[config.mk]
export PLATFORM = sky130hd
export DESIGN_NAME = osc_enable_ctrl
export DESIGN_NICKNAME = d
export VERILOG_FILES = /design/src/rtl/osc_en_pkg.sv /design/src/rtl/osc_mode_tracker.sv /design/src/rtl/osc_rule_decode.sv /design/src/rtl/osc_bit_cell.sv /design/src/rtl/osc_enable_ctrl.sv
export SDC_FILE = /design/constraint.sdc
export NUM_CORES = 1
export LEC_CHECK = 0
export BUFFER_PORTS_ARGS = -buffer_cell sky130_fd_sc_hd__buf_2
export CAP_MARGIN = 40
export CORE_AREA = 8 8 45 47
export CTS_CLUSTER_DIAMETER = 120
export DETAILED_ROUTE_END_ITERATION = 10
export DIE_AREA = 0 0 53 55
export HOLD_SLACK_MARGIN = 0.05
export PLACE_DENSITY = 0.54
export REMOVE_ABC_BUFFERS = 1
export SYNTH_ARGS = -nofsm -noshare
export SYNTH_HDL_FRONTEND = slang
export SYNTH_SLANG_ARGS = --single-unit
[constraint.sdc]
create_clock -name clk -period 1.2 [get_ports clk]
set_clock_uncertainty 0.1 [all_clocks]
set_input_delay 0.12 -clock clk [delete_from_list [all_inputs] [get_ports clk]]
set_output_delay 0.12 -clock clk [all_outputs]
set_load 0.005 [all_outputs]
[src/rtl/osc_en_pkg.sv]
package osc_en_pkg;
  localparam int CODE_W = 3;
  localparam int N_OSC  = 4;

  // Enable bit positions
  localparam int B_SUBX  = 3;
  localparam int B_MAINX = 2;
  localparam int B_SUBRC = 1;
  localparam int B_MAINRC = 0;

  // Clock codes
  localparam logic [CODE_W-1:0] C_SUBX   = 3'b000;
  localparam logic [CODE_W-1:0] C_MAINX  = 3'b010;
  localparam logic [CODE_W-1:0] C_SUBRC  = 3'b100;
  localparam logic [CODE_W-1:0] C_MAINRC = 3'b110;
  localparam logic [CODE_W-1:0] C_MRCPLL = 3'b111;

  // One-hot set of enable bits whose oscillator a code uses
  function automatic logic [N_OSC-1:0] code_to_mask(input logic [CODE_W-1:0] c);
    logic [N_OSC-1:0] m;
    m = '0;
    m[B_SUBX]   = (c == C_SUBX);
    m[B_MAINX]  = (c == C_MAINX);
    m[B_SUBRC]  = (c == C_SUBRC);
    m[B_MAINRC] = (c == C_MAINRC) || (c == C_MRCPLL);
    return m;
  endfunction

  // Modes running from a slow oscillator
  function automatic logic is_slow_mode(input logic [CODE_W-1:0] c);
    return (c == C_SUBX) || (c == C_SUBRC);
  endfunction

  // Bits that can refuse a write of 1 in slow modes
  function automatic logic [N_OSC-1:0] fast_mask();
    logic [N_OSC-1:0] m;
    m = '0;
    m[B_MAINX]  = 1'b1;
    m[B_MAINRC] = 1'b1;
    return m;
  endfunction
endpackage

[src/rtl/osc_mode_tracker.sv]
module osc_mode_tracker
  import osc_en_pkg::*;
#(
  parameter logic [CODE_W-1:0] RESET_MODE = C_MAINRC
) (
  input  logic              clk,
  input  logic              rst_n,
  input  logic              mode_done,
  input  logic [CODE_W-1:0] mode_cur,
  output logic [CODE_W-1:0] mode_prev
);
  always_ff @(posedge clk or negedge rst_n) begin
    if (!rst_n)         mode_prev <= RESET_MODE;
    else if (mode_done) mode_prev <= mode_cur;
  end

  // the remembered mode follows the code seen with the pulse
  a_r7_prev_capture: assert property (@(posedge clk) disable iff (!rst_n)
    mode_done |=> (mode_prev == $past(mode_cur)));
  a_r7_prev_hold: assert property (@(posedge clk) disable iff (!rst_n)
    !mode_done |=> $stable(mode_prev));
endmodule

[src/rtl/osc_rule_decode.sv]
module osc_rule_decode
  import osc_en_pkg::*;
(
  input  logic [CODE_W-1:0] src_req,
  input  logic [CODE_W-1:0] mode_cur,
  input  logic [CODE_W-1:0] mode_prev,
  input  logic              mode_done,
  output logic [N_OSC-1:0]  force_on,
  output logic [N_OSC-1:0]  guard_off,
  output logic [N_OSC-1:0]  block_on,
  output logic [N_OSC-1:0]  auto_clr
);
  logic [N_OSC-1:0] req_mask;
  logic [N_OSC-1:0] cur_mask;
  logic             drop_main;
  logic             drop_mrc;

  always_comb begin
    req_mask = code_to_mask(src_req);
    cur_mask = code_to_mask(mode_cur);
  end

  assign force_on  = req_mask;
  assign guard_off = req_mask | cur_mask;
  assign block_on  = is_slow_mode(mode_cur) ? fast_mask() : '0;

  assign drop_main = mode_done && (mode_cur != C_MAINX);
  assign drop_mrc  = mode_done && ((mode_cur != C_MAINRC) || (mode_prev == C_MRCPLL));

  always_comb begin
    auto_clr           = '0;
    auto_clr[B_MAINX]  = drop_main;
    auto_clr[B_MAINRC] = drop_mrc;
  end
endmodule

[src/rtl/osc_bit_cell.sv]
module osc_bit_cell #(
  parameter logic RESET_VAL = 1'b0
) (
  input  logic clk,
  input  logic rst_n,
  input  logic force_on,
  input  logic auto_clr,
  input  logic guard_off,
  input  logic block_on,
  input  logic wr_en,
  input  logic wr_bit,
  output logic q
);
  logic wr_ok;
  logic d;

  assign wr_ok = wr_en && !(guard_off && !wr_bit) && !(block_on && wr_bit);

  always_comb begin
    if (force_on)      d = 1'b1;
    else if (auto_clr) d = 1'b0;
    else if (wr_ok)    d = wr_bit;
    else               d = q;
  end

  always_ff @(posedge clk or negedge rst_n) begin
    if (!rst_n) q <= RESET_VAL;
    else        q <= d;
  end

  a_r3_forced_set: assert property (@(posedge clk) disable iff (!rst_n)
    force_on |=> q);
  a_r9_clear_over_write: assert property (@(posedge clk) disable iff (!rst_n)
    (auto_clr && !force_on) |=> !q);
  a_r4_guarded_hold: assert property (@(posedge clk) disable iff (!rst_n)
    (guard_off && !auto_clr && q) |=> q);
  a_r5_blocked_stay_off: assert property (@(posedge clk) disable iff (!rst_n)
    (block_on && !force_on && !q) |=> !q);
  a_r2_plain_write: assert property (@(posedge clk) disable iff (!rst_n)
    (wr_en && !force_on && !auto_clr && !(guard_off && !wr_bit) && !(block_on && wr_bit))
      |=> (q == $past(wr_bit)));
  a_r2_idle_hold: assert property (@(posedge clk) disable iff (!rst_n)
    (!wr_en && !force_on && !auto_clr) |=> $stable(q));
endmodule

[src/rtl/osc_enable_ctrl.sv]
module osc_enable_ctrl
  import osc_en_pkg::*;
#(
  parameter logic [CODE_W-1:0] RESET_SRC = C_MAINRC
) (
  input  logic              clk,
  input  logic              rst_n,
  input  logic              wr_en,
  input  logic [N_OSC-1:0]  wr_data,
  input  logic [CODE_W-1:0] src_req,
  input  logic [CODE_W-1:0] mode_cur,
  input  logic              mode_done,
  output logic [N_OSC-1:0]  osc_en
);
  localparam logic [N_OSC-1:0] RESET_VAL = code_to_mask(RESET_SRC);

  logic [CODE_W-1:0] mode_prev;
  logic [N_OSC-1:0]  force_on;
  logic [N_OSC-1:0]  guard_off;
  logic [N_OSC-1:0]  block_on;
  logic [N_OSC-1:0]  auto_clr;

  osc_mode_tracker #(.RESET_MODE(RESET_SRC)) u_track (
    .clk       (clk),
    .rst_n     (rst_n),
    .mode_done (mode_done),
    .mode_cur  (mode_cur),
    .mode_prev (mode_prev)
  );

  osc_rule_decode u_rules (
    .src_req   (src_req),
    .mode_cur  (mode_cur),
    .mode_prev (mode_prev),
    .mode_done (mode_done),
    .force_on  (force_on),
    .guard_off (guard_off),
    .block_on  (block_on),
    .auto_clr  (auto_clr)
  );

  for (genvar i = 0; i < N_OSC; i++) begin : g_bit
    osc_bit_cell #(.RESET_VAL(RESET_VAL[i])) u_cell (
      .clk       (clk),
      .rst_n     (rst_n),
      .force_on  (force_on[i]),
      .auto_clr  (auto_clr[i]),
      .guard_off (guard_off[i]),
      .block_on  (block_on[i]),
      .wr_en     (wr_en),
      .wr_bit    (wr_data[i]),
      .q         (osc_en[i])
    );
  end

  a_r1_reset_value: assert property (@(posedge clk)
    !rst_n |=> (osc_en == RESET_VAL));
  a_r6_main_drop: assert property (@(posedge clk) disable iff (!rst_n)
    (mode_done && mode_cur != C_MAINX && src_req != C_MAINX) |=> !osc_en[B_MAINX]);
  a_r7_mrc_drop: assert property (@(posedge clk) disable iff (!rst_n)
    (mode_done && (mode_cur != C_MAINRC || mode_prev == C_MRCPLL) && src_req[2:1] != 2'b11)
      |=> !osc_en[B_MAINRC]);
  a_r8_slow_keep: assert property (@(posedge clk) disable iff (!rst_n)
    (mode_done && !wr_en) |=> (osc_en[B_SUBX] == $past(osc_en[B_SUBX]) || $past(src_req) == C_SUBX)
                               && (osc_en[B_SUBRC] == $past(osc_en[B_SUBRC]) || $past(src_req) == C_SUBRC));
endmodule

==> results of run 1 <==
==> layer usage <==
| metal | up-vias | GRT usage, % |
|---|---|---|
| met1 | 146 | 8.000 |
| li1 | 175 | - |
| met2 | 17 | 10.94 |
| met4 | 0 | 3.879 |
| met3 | 2 | 5.348 |
| met5 | - | 0 |
==> layout make-up <==
cell class | count | area [um^2] | share of cell area (%)
flip-flops and latches | 7 | 178.9 | 33.65
multi-input cells | 24 | 167.7 | 31.53
repair buffers | 22 | 135.1 | 25.41
clock buffers | 4 | 26.28 | 4.941
well taps | 16 | 20.02 | 3.765
inverters | 1 | 3.754 | 0.7059
==> stage by stage <==
step	hold slack, ns	cell area, um^2
after floorplan	-0.2756	350.3
after global placement	-0.1391	455.4
after detailed placement	-0.1381	455.4
after CTS	0.05103	531.8
after global routing	0.05275	531.8
final	0.05850	531.8
==> cells by family (layout without fill, tap and decap cells) <==
family / after synthesis / after routing / synth area share [%]
compound gates: 11 / 11 / 20.72
buf+inv: 5 / 27 / 8.881
flops: 7 / 7 / 47.04
mux: 3 / 3 / 8.881
simple gates: 10 / 10 / 14.48
==> critical path: stages <==
cell,delay [ns]
dlygate4sd3_1,0.53
buf_2,0.14
nor3b_1,0.13
a221o_1,0.26
==> cell usage in the layout (no fill, tap or decap) <==
cell type | netlist | final
dfstp_2 | 3 | 3
a221o_1 | 2 | 2
a31o_1 | 1 | 1
or2_4 | 1 | 1
mux2_2 | 3 | 3
o21ai_0 | 5 | 5
nor3b_1 | 1 | 1
a2bb2oi_1 | 1 | 1
nor2_1 | 2 | 2
nand2_1 | 2 | 2
a32o_1 | 1 | 1
dfrtp_1 | 4 | 4
clkbuf_4 | 0 | 3
and3_1 | 1 | 1
a31oi_1 | 1 | 1
nor2b_1 | 2 | 2
buf_2 | 0 | 17
dlygate4sd3_1 | 0 | 5
inv_1 | 1 | 1
clkbuf_1 | 0 | 1
nor3_1 | 1 | 1
==> registers in the layout, indices dropped and copies added (netlist names) <==
register           cells
u_track.mode_prev      3
g_bit.u_cell.q         4
==> power by group <==
| group | leakage, nW | switching (mW) | internal [mW] |
|---|---|---|---|
| registers | 0.0788 | 0.0111 | 0.270 |
| clock network | 0.0150 | 0.0824 | 0.127 |
| logic | 0.150 | 0.0507 | 0.0706 |
==> timing repair <==
action | 4_1_cts | 5_1_grt
buffers inserted | 0 | 0
endpoints found under the setup margin | 0 | 0
hold endpoints to repair | 11 | 0
hold buffers | 5 | 0
==> worst min-delay path by stage <==
stage	to	slack, ns	from
global route	u_track.mode_prev[1]$_DFFE_PN1P_	0.05	mode_cur[1]
finish	u_track.mode_prev[1]$_DFFE_PN1P_	0.06	mode_cur[1]
CTS	u_track.mode_prev[0]$_DFFE_PN0P_	0.05	mode_cur[0]
global placement	g_bit[3].u_cell.q$_DFFE_PN0P_	-0.14	rst_n
detailed placement	g_bit[3].u_cell.q$_DFFE_PN0P_	-0.14	rst_n
floorplan	g_bit[1].u_cell.q$_DFFE_PN0P_	-0.28	rst_n
==> flow_metrics.tcl, run 1 <==
set metrics [dict create \
    wl_met3_um 132 \
    worst_setup_path_start_kind "input port" \
    power.total_mw 0.6109 \
    synth_commonest_cells "5 x o21ai_0, 4 x buf_4, 4 x dfrtp_1" \
    avgSynthCellArea_um2 10.57 \
    drt_iter0_drc 8 \
    cts_made_buffers 3 \
    grt.total_usage_pct 7.519 \
    drcViolationCount 0 \
    dr.pass1.iters 4 \
    clkSinkCount 7 \
    fmax_mhz 867.3 \
    worstMarginPinSlew_ns 0.2459 \
    synth_edf_count 0 \
    wl_per_cell_um 12.85 \
    htreeDepth 1 \
    dp_slack_ns 0.06072 \
    overflow 0 \
    end_kind "register" \
    ys.flop_type "dfrtp_1" \
    fill_cells 146 \
    cp-endpoint "g_bit[1].u_cell.q$_DFFE_PN0P_" \
    start_util_pct 27.49 \
    place.gp.congestion 0.7287 \
    clockBufferDepth 2 \
    instances_no_fill 74 \
    drive_gt1_share_pct 46.55 \
    dr.max_layer_used "met4" \
    synth.top_cell.area_share_pct 26.32 \
    slew_viol_final 0 \
    die_h_um 55 \
    grt_pass1_vias 348 \
    status "finished, final reports clean" \
    finalHoldViolCount 0 \
    drtAntennaViolNets 0 \
    setup.worst_path.start "src_req[2]" \
    rsz0062_at_grt "false" \
    fin_util_pct 38.43 \
    cap_viol_max_count 0 \
    die_area_mm2 0.002915 \
    fin_crit_ns 1.153 \
    timing.rr.start "u_track.mode_prev[2]$_DFFE_PN1P_" \
    timing.rr.end "g_bit[0].u_cell.q$_DFFE_PN1P_" \
    ios 18 \
    ys_top_cells_by_area "dfrtp_1 26%, dfstp_2 21%, mux2_2 8.9%" \
    cts_resized 0 \
    synth_cell_types 18 \
    syn_area_um2 380.4 \
    dp_cells 65 \
    drt-met1-wl_um 413 \
    synthCells 36 \
    vias 340 \
    hp-class "in -> reg" \
    ys_seq_area_share_pct 47.04 \
    setup_violations 0 \
    relSlewSlack_pct 83.43 \
    critical_path_arrival_ns 1.18 \
    avgViaCountPerCell 4.595 \
    io_buffer_count 17 \
    syn2layout_area_growth_pct 39.80 \
    reg2reg_depth 3 \
    ff2ff_setup_slack_ns 0.07 \
    grt_max_degree 9 \
    synth_seq_cells 7 \
    yosysTopAreaCell "dfrtp_1" \
    worst-endpoint-required_ns 1.23 \
    power_density_mw_per_mm2 1149 \
    routed_wl_um 951 \
    tns_ns 0 \
    cp_max_fo 4 \
    yosysMostFrequentCell "o21ai_0" \
    grt_antenna_before_repair 0 \
    criticalPathCategory "in -> reg" \
    root_buffer "clkbuf_4" \
    std_cell_rows 14 \
    routed-wl-met2_um 395 \
    clk_latency_ns 0.25 \
    nets 73 \
    cts_tree "built" \
    synth_warnings 0 \
    fin_crit_sh_pct 96.08 \
    synthArstFlopShare_pct 100.0 \
    coreArea_mm2 0.001384 \
    die_w_um 53 \
    grt_pass1_wl_um 1587 \
    path_clk_slew_ns 0.05 \
    ir_worst_vdd_uv 618.4 \
    setup_slack_ns 0.04704 \
    power_leakage_nw 0.2435 \
    antenna_cells 0 \
    hold-path-cell-count 2 \
]
Note: power is estimated with default switching activity, not from simulation.
==> run 2, diff against run 1 <==
==> constraint.sdc (replaced) <==
create_clock -name clk -period 1.2 [get_ports clk]
set_clock_uncertainty 0.1 [all_clocks]
set_input_delay 0.06 -clock clk [delete_from_list [all_inputs] [get_ports clk]]
set_output_delay 0.06 -clock clk [all_outputs]
set_load 0.005 [all_outputs]
==> run 2 against run 1 <==
  * Core utilization grew 5.1 points
  * Critical path depth grew 1
  * Hold slack gained 0.0041 ns
  * Combinational power grew 14%
  * Maximum frequency grew 0.44%
  * Global-route usage grew 1.0 points
  * Register-to-register slack is essentially flat
==> flow_metrics.tcl, run 2 (synthesis results as in run 1) <==
set metrics [dict create \
    cp_max_fo 5 \
    coreArea_mm2 0.001384 \
    fin_crit_sh_pct 95.66 \
    critical_path_arrival_ns 1.18 \
    ios 18 \
    cap_viol_max_count 0 \
    ir_worst_vdd_uv 525.2 \
    worst_setup_path_start_kind "input port" \
    largest_registers "g_bit.u_cell.q (4), u_track.mode_prev (3)" \
    relSlewSlack_pct 89.11 \
    grt_pass1_vias 398 \
    setup_slack_ns 0.05210 \
    p_sw_share_pct 24.00 \
    top_register "g_bit.u_cell.q" \
    critPathSlowestCell "dlygate4sd3_1" \
    path_buf_inv 3 \
    nets 80 \
    die_w_um 53 \
    drive_gt1_share_pct 41.54 \
    largest_reg_flops 4 \
    dr.pass1.iters 2 \
    tns_ns 0 \
    die_h_um 55 \
    cts_made_buffers 3 \
    end_kind "register" \
    die_area_mm2 0.002915 \
    grt_pass1_wl_um 1787 \
    status "finished, final reports clean" \
    worstMarginPinSlew_ns 0.1621 \
    start_util_pct 27.49 \
    path_clk_slew_ns 0.05 \
    criticalPathCategory "in -> reg" \
    final_common_cell "buf_2" \
    routed_wl_um 1015 \
    p_clk_share_pct 34.0 \
    slew_viol_final 0 \
    fin_crit_ns 1.148 \
    clockBufferDepth 2 \
    hp-class "in -> reg" \
    layout_common_cells "17 x buf_2, 12 x dlygate4sd3_1, 5 x o21ai_0, 4 x dfrtp_1" \
    place.gp.congestion 0.7404 \
    drt_iter0_drc 5 \
    avgViaCountPerCell 4.519 \
    grt_antenna_before_repair 0 \
    dp_slack_ns 0.07133 \
    root_buffer "clkbuf_4" \
    htreeDepth 1 \
    clk_latency_ns 0.25 \
    comb_power_share_pct 21.7 \
    finalHoldViolCount 0 \
    vias 366 \
    power.internal_mw 0.4816 \
    std_cell_rows 14 \
    syn2layout_area_growth_pct 58.22 \
    worst-endpoint-required_ns 1.23 \
    final_area_um2 601.8 \
    cp_top_family "buffers and inverters" \
    power_leakage_nw 0.2727 \
    overflow 0 \
    switching_power_mw 0.1521 \
    cts_tree "built" \
    timing.hold.ws_ns 0.06256 \
    fill_cells 150 \
    placed_area_um2 455.4 \
    p_seq_share_pct 44.3 \
    worst_path_largest_cell_delay_ns 0.53 \
    fmax_mhz 871.2 \
    drtAntennaViolNets 0 \
    drcViolationCount 0 \
    setup_violations 0 \
    cts_resized 0 \
    worstPathCellList "dlygate4sd3_1 > buf_2 > inv_1 > o21ai_0 > a221o_1" \
    grt.total_usage_pct 8.557 \
    io_buffer_count 17 \
    wl_per_cell_um 12.53 \
    rsz0062_at_grt "false" \
    clkSinkCount 7 \
    power_density_mw_per_mm2 1053 \
    antenna_cells 0 \
    grt_max_degree 9 \
    power.total_mw 0.6337 \
]
[run 2: cell count changes in the layout (fill, tap and decap cells not counted)]
cell / change
dlygate4sd3_1: +7
[run 2: power by group through the flow]
stage,registers (mW),logic [mW],clock network (mW)
after floorplan,0.285,0.0474,0
after global placement,0.284,0.109,0
after detailed placement,0.285,0.110,0
after CTS,0.281,0.140,0.231
after global routing,0.285,0.154,0.255
final,0.281,0.138,0.215
[run 2: repair_timing]
item | in CTS | in global routing
endpoints found under the hold margin | 14 | 0
hold buffers | 12 | 0
buffers inserted | 0 | 0
[run 2: through the flow]
stage | utilization (%) | cells
floorplan | - | 32
global placement | 32.91 | 65
detailed placement | 32.91 | 65
CTS | 43.49 | 81
global route | 43.49 | 81
finish | 43.49 | 81
[run 2: final cells by class]
type / count / area (um^2) / area share, %
Clock buffer: 4 / 26.28 / 4.366
Tap cell: 16 / 20.02 / 3.326
Sequential cell: 7 / 178.9 / 29.73
Inverter: 1 / 3.754 / 0.6237
Timing Repair Buffer: 29 / 205.2 / 34.10
Multi-Input combinational cell: 24 / 167.7 / 27.86
[run 2: metal layers]
| metal | vias to the layer above | part of all wire [%] | GRT usage [%] |
|---|---|---|---|
| met5 | - | 0 | 0 |
| met4 | 0 | 0 | 6.466 |
| met3 | 0 | 12 | 4.011 |
| met2 | 13 | 44 | 11.91 |
| met1 | 165 | 44 | 9.985 |
| li1 | 188 | - | - |
[run 2: worst paths after layout]
kind,start,endpoint,slack [ns],cells after the start
worst max-delay path,mode_cur[2],g_bit[1].u_cell.q$_DFFE_PN0P_,0.05,5
worst min-delay path,mode_cur[1],g_bit[2].u_cell.q$_DFFE_PN0P_,0.06,3
worst max register to register,u_track.mode_prev[2]$_DFFE_PN1P_,g_bit[0].u_cell.q$_DFFE_PN1P_,0.07,3
worst min register to register,u_track.mode_prev[0]$_DFFE_PN0P_,u_track.mode_prev[0]$_DFFE_PN0P_,0.40,1
max in group asynchronous,rst_n,u_track.mode_prev[1]$_DFFE_PN1P_,0.69,2
min in group asynchronous,rst_n,g_bit[3].u_cell.q$_DFFE_PN0P_,0.07,2
[run 2: worst min-delay path, stage by stage]
cell and delay (ns):
buf_2 0.11, a2bb2oi_1 0.06, o21ai_0 0.15
